## config.mk

```make
export PLATFORM = sky130hd
export DESIGN_NAME = fifo_err_monitor
export DESIGN_NICKNAME = d
export VERILOG_FILES = /design/src/rtl/fifo_err_pkg.sv /design/src/rtl/fifo_err_detect.sv /design/src/rtl/fifo_err_sticky.sv /design/src/rtl/fifo_err_regs.sv /design/src/rtl/fifo_err_monitor.sv
export SDC_FILE = /design/constraint.sdc
export NUM_CORES = 1
export LEC_CHECK = 0
export ABC_AREA = 0
export BUFFER_PORTS_ARGS = -buffer_cell sky130_fd_sc_hd__buf_2
export CAP_MARGIN = 20
export CORE_MARGIN = 10
export CORE_UTILIZATION = 41
export CTS_CLUSTER_DIAMETER = 40
export DETAILED_ROUTE_END_ITERATION = 10
export PLACE_DENSITY = 0.75
export SKIP_CTS_REPAIR_TIMING = 1
export SLEW_MARGIN = 20
export SYNTH_ARGS = -nofsm -noshare
export SYNTH_HDL_FRONTEND = slang
export SYNTH_SLANG_ARGS = --single-unit
```

## constraint.sdc

```tcl
create_clock -name clk -period 1.2 [get_ports clk]
set_input_delay 0.18 -clock clk [delete_from_list [all_inputs] [get_ports clk]]
set_output_delay 0.18 -clock clk [all_outputs]
set_load 0.01 [all_outputs]
```

## src/rtl/fifo_err_pkg.sv

```systemverilog
package fifo_err_pkg;
    localparam int NUM_ERR = 5;

    // Status bit positions (software decodes these)
    localparam int BIT_ADDR     = 0;
    localparam int BIT_OUT_LEFT = 1;
    localparam int BIT_IN_LEFT  = 2;
    localparam int BIT_IN_OVF   = 3;
    localparam int BIT_OUT_UDF  = 4;

    typedef logic [NUM_ERR-1:0] err_vec_t;

    typedef enum logic [1:0] {
        SEL_STATUS = 2'd0,
        SEL_MASK   = 2'd1,
        SEL_OTHER  = 2'd2
    } reg_sel_e;

    typedef struct packed {
        logic in_push;
        logic in_full;
        logic in_empty;
        logic out_pop;
        logic out_empty;
        logic size_wr;
        logic done_evt;
    } fifo_obs_t;

    function automatic logic masked_any(err_vec_t st, err_vec_t msk);
        return |(st & ~msk);
    endfunction
endpackage

```

## src/rtl/fifo_err_detect.sv

```systemverilog
module fifo_err_detect
    import fifo_err_pkg::*;
(
    input  fifo_obs_t obs,
    input  logic      addr_bad,
    output err_vec_t  hit,
    output logic      push_ok,
    output logic      pop_ok
);
    always_comb begin
        hit               = '0;
        hit[BIT_ADDR]     = addr_bad;
        hit[BIT_OUT_LEFT] = obs.size_wr  && !obs.out_empty;
        hit[BIT_IN_LEFT]  = obs.done_evt && !obs.in_empty;
        hit[BIT_IN_OVF]   = obs.in_push  && obs.in_full;
        hit[BIT_OUT_UDF]  = obs.out_pop  && obs.out_empty;
        push_ok           = obs.in_push  && !obs.in_full;
        pop_ok            = obs.out_pop  && !obs.out_empty;
    end
endmodule

```

## src/rtl/fifo_err_sticky.sv

```systemverilog
module fifo_err_sticky
    import fifo_err_pkg::*;
(
    input  logic     clk,
    input  logic     rst,
    input  err_vec_t set_vec,
    input  err_vec_t clr_vec,
    output err_vec_t status
);
    for (genvar i = 0; i < NUM_ERR; i++) begin : g_bit
        always_ff @(posedge clk) begin
            if (rst)
                status[i] <= 1'b0;
            else if (set_vec[i])
                status[i] <= 1'b1;
            else if (clr_vec[i])
                status[i] <= 1'b0;
        end
    end
endmodule

```

## src/rtl/fifo_err_regs.sv

```systemverilog
module fifo_err_regs
    import fifo_err_pkg::*;
#(
    parameter int ADDR_W      = 6,
    parameter int LEGAL_COUNT = 8
) (
    input  logic              clk,
    input  logic              rst,
    input  logic              valid,
    input  logic              write,
    input  logic [ADDR_W-1:0] addr,
    input  err_vec_t          wdata,
    input  err_vec_t          status,
    output err_vec_t          rdata,
    output err_vec_t          mask,
    output err_vec_t          clr_vec,
    output logic              addr_bad
);
    localparam logic [ADDR_W-1:0] LIMIT    = ADDR_W'(LEGAL_COUNT);
    localparam logic [ADDR_W-1:0] A_STATUS = ADDR_W'(0);
    localparam logic [ADDR_W-1:0] A_MASK   = ADDR_W'(1);

    reg_sel_e sel;

    always_comb begin
        if (addr == A_STATUS)    sel = SEL_STATUS;
        else if (addr == A_MASK) sel = SEL_MASK;
        else                     sel = SEL_OTHER;
    end

    assign addr_bad = valid && (addr >= LIMIT);
    assign clr_vec  = (valid && write && sel == SEL_STATUS) ? wdata : '0;

    always_ff @(posedge clk) begin
        if (rst)
            mask <= '0;
        else if (valid && write && sel == SEL_MASK)
            mask <= wdata;
    end

    always_comb begin
        rdata = '0;
        if (valid && !write) begin
            unique case (sel)
                SEL_STATUS: rdata = status;
                SEL_MASK:   rdata = mask;
                default:    rdata = '0;
            endcase
        end
    end
endmodule

```

## src/rtl/fifo_err_monitor.sv

```systemverilog
module fifo_err_monitor
    import fifo_err_pkg::*;
#(
    parameter int ADDR_W      = 6,
    parameter int LEGAL_COUNT = 8
) (
    input  logic              clk,
    input  logic              rst,
    input  logic              in_push,
    input  logic              in_full,
    input  logic              in_empty,
    input  logic              out_pop,
    input  logic              out_empty,
    input  logic              size_wr,
    input  logic              done_evt,
    input  logic              bus_valid,
    input  logic              bus_write,
    input  logic [ADDR_W-1:0] bus_addr,
    input  logic [4:0]        bus_wdata,
    output logic [4:0]        bus_rdata,
    output logic              in_push_ok,
    output logic              out_pop_ok,
    output logic [4:0]        err_status,
    output logic              irq
);
    fifo_obs_t obs;
    err_vec_t  hit, clr_vec, mask_q, status_q;
    logic      addr_bad;

    assign obs = '{in_push: in_push, in_full: in_full, in_empty: in_empty,
                   out_pop: out_pop, out_empty: out_empty,
                   size_wr: size_wr, done_evt: done_evt};

    fifo_err_regs #(.ADDR_W(ADDR_W), .LEGAL_COUNT(LEGAL_COUNT)) regs_i (
        .clk(clk), .rst(rst), .valid(bus_valid), .write(bus_write),
        .addr(bus_addr), .wdata(bus_wdata), .status(status_q),
        .rdata(bus_rdata), .mask(mask_q), .clr_vec(clr_vec), .addr_bad(addr_bad)
    );

    fifo_err_detect detect_i (
        .obs(obs), .addr_bad(addr_bad), .hit(hit),
        .push_ok(in_push_ok), .pop_ok(out_pop_ok)
    );

    fifo_err_sticky sticky_i (
        .clk(clk), .rst(rst), .set_vec(hit), .clr_vec(clr_vec), .status(status_q)
    );

    assign err_status = status_q;
    assign irq        = masked_any(status_q, mask_q);
endmodule

```

==> impl_metrics.tcl <==
set metrics [dict create \
    worst_path_largest_cell_delay_ns 0.34 \
    initial_core_util 0.444 \
    rsz0062_at_grt "true" \
    status "finished with violations" \
    dr_wl_met2_um 873 \
    period_share 1.09 \
    viasPerCell 5.28 \
    port_buffers 34 \
    crit_required_ns 1.02 \
    whs_path_depth 2 \
    seq_power_share 0.425 \
    wl_met1_um 856 \
    p_sw_mw 0.235 \
    die_x_um 58.0 \
    setup_ws_ns -0.106 \
    worstPathCellList "inv_2 > o22ai_2 > a211o_1 > buf_2" \
    diodes 0 \
    slew_violations 0 \
    setup_viol 2 \
    wl_per_cell_um 15.3 \
    crit_path_end_kind "output port" \
    numClockSinks 10 \
    fin_util 0.648 \
    synth_seq_area_share 0.338 \
    ant_nets 0 \
    dr_total_vias 670 \
    fin_skew_ns 0 \
    hold_start "bus_wdata[4]" \
    drt_pass1_iterations 4 \
    cts_buffer_depth 2 \
    track_usage 0.108 \
    async_reset_ff_frac 0 \
    ys_seq_elements 10 \
    grt_overflow 0 \
    violations "negative setup slack" \
    ys_top_cells_by_count "nand2_1, dfxtp_1, mux2i_1" \
    arrival_ns 1.13 \
    drc 0 \
    p_int_mw 0.619 \
    netlist_instances 73 \
    crit_type "reg -> out" \
    total_leakage_power_nw 0.410 \
    r2r_setup_slack_ns 0.28 \
    cts-buffers-inserted 3 \
    synth_area_leader_cell "dfxtp_1" \
    syn_area_sq_um 592 \
    synth_ff_type "dfxtp_1" \
    avgSynthCellArea_sq_um 8.11 \
    synthDominantCellAreaShare 0.338 \
    synth_most_common_cell "nand2_1" \
    h-tree-depth 1 \
    drv_cap 0 \
    syn_nets 95 \
    drive_gt1_frac 0.527 \
    n_fill_cell 114 \
    cts_tree "yes" \
    core_region_area_sq_um 1330 \
    final_net_count 135 \
    grt_max_degree 14 \
    reg2reg_to "sticky_i.status[0]" \
    drt_iter0_drc 14 \
    p_per_area_nw_per_um2 987 \
    cts-root-buf "clkbuf_4" \
    critical-path-top-delay-family "flip-flops" \
    synth_area_leaders "dfxtp_1, mux2i_1, nand2_1" \
    holdPathEnd "sticky_i.status[4]" \
    slowest_stage "dfxtp_2" \
    tightest_slew_ns 0.351 \
    ff2ff_path_depth 3 \
    yosys_warnings 0 \
    antenna_found_initial 0 \
    gp_congestion 0.747 \
    rows 13 \
    hold_ws_ns 0.121 \
    area_growth_pct 46.1 \
    pwr-share-clk 0.371 \
    ys_types 22 \
    synth-edff-count 0 \
    cts.clk_slew.worst_paths_ns 0.07 \
    crit_fanout 3 \
    met3_length_um 208 \
    top_layer_used "met4" \
    max-vdd-ir-drop_mv 0.675 \
    finalCriticalPeriod_ns 1.31 \
    p_total_mw 0.854 \
    rr_startpoint "sticky_i.status[0]" \
    grt_pass1_wl_mm 2.97 \
    hold_violations 0 \
    switching_share 0.275 \
    grt_pass1_vias 679 \
    routed_wl_mm 1.95 \
    fmax_ghz 0.766 \
    worst_hold_path_type "in -> reg" \
    path_buf_inv 2 \
    ioPinCount 35 \
    hpwl_mm 1.46 \
    clock_latency_ns 0.27 \
    power_frac_comb 0.204 \
    max_slew_margin 0.766 \
    die_y_um 58.0 \
    crit_path_start_kind "register" \
    dieArea_sq_um 3360 \
]
[metal layers]
| metal | up-vias | global-route usage |
|---|---|---|
| met5 | - | 0 |
| met1 | 310 | 0.122 |
| met4 | 0 | 0.0470 |
| met2 | 25 | 0.161 |
| li1 | 333 | - |
| met3 | 2 | 0.0610 |
[per-stage QoR]
stage	setup slack, ns	instance area (sq um)	setup TNS, ns	instances
finish	-0.106	865	-0.110	127
global route	-0.150	865	-0.250	127
CTS	-0.175	808	-0.247	125
detailed placement	-0.0273	772	-0.0759	121
global placement	-0.0130	772	-0.0237	121
floorplan	0.198	592	0	73
[power groups by stage]
| stage | clock network (mW) | logic, mW | registers [mW] |
|---|---|---|---|
| CTS | 0.322 | 0.152 | 0.358 |
| global route | 0.337 | 0.191 | 0.365 |
| detailed placement | 0 | 0.152 | 0.366 |
| finish | 0.317 | 0.174 | 0.363 |
| floorplan | 0 | 0.0720 | 0.371 |
| global placement | 0 | 0.148 | 0.365 |
[final cells by class]
type                       count  area [sq um]  area share
multi-input combinational     54           379       0.438
tap                           15          18.8      0.0217
timing repair buffer          38           200       0.232
sequential                    10           208       0.240
clock buffer                   4          36.3      0.0420
inverter                       6          22.5      0.0260
[how the worst max path moves through the flow]
stage | from | to | slack (ns) | cells past startpoint
after floorplan | bus_addr[2] | regs_i.mask[0] | 0.20 | 4
after global placement | bus_addr[2] | regs_i.mask[1] | -0.01 | 5
after detailed placement | bus_addr[2] | regs_i.mask[1] | -0.03 | 5
after CTS | sticky_i.status[0] | irq | -0.18 | 4
after global routing | sticky_i.status[2] | irq | -0.15 | 4
final | sticky_i.status[1] | irq | -0.11 | 4
[cells in the final DEF (no fill, tap or decap)]
master	synthesis	layout
buf_2	1	34
nand2_1	12	12
mux2i_1	10	10
nor2b_1	7	6
dfxtp_2	0	6
nor2_1	6	5
a21oi_1	4	4
buf_4	1	4
dfxtp_1	10	4
inv_1	6	3
inv_2	0	3
clkbuf_4	0	3
o22ai_2	0	2
a311oi_1	2	2
o21ai_0	2	2
nor3_4	0	1
nor2b_2	0	1
nand3_2	0	1
nor2_2	0	1
a211o_1	1	1
nor4_2	1	1
and4b_2	1	1
and4_1	1	1
nand3b_1	1	1
or3_1	1	1
o311ai_1	1	1
clkbuf_8	0	1
[registers in the layout, summed over array words and instances, names as in the netlist]
signal / cells
regs_i.mask: 5
sticky_i.status: 5
[logic make-up after synthesis]
family | Yosys count | share of synthesized area
buf+inv | 9 | 0.0782
simple gates | 32 | 0.283
flops | 10 | 0.338
compound gates | 12 | 0.131
mux | 10 | 0.169
No activity file was read; power rests on OpenSTA's default activity.
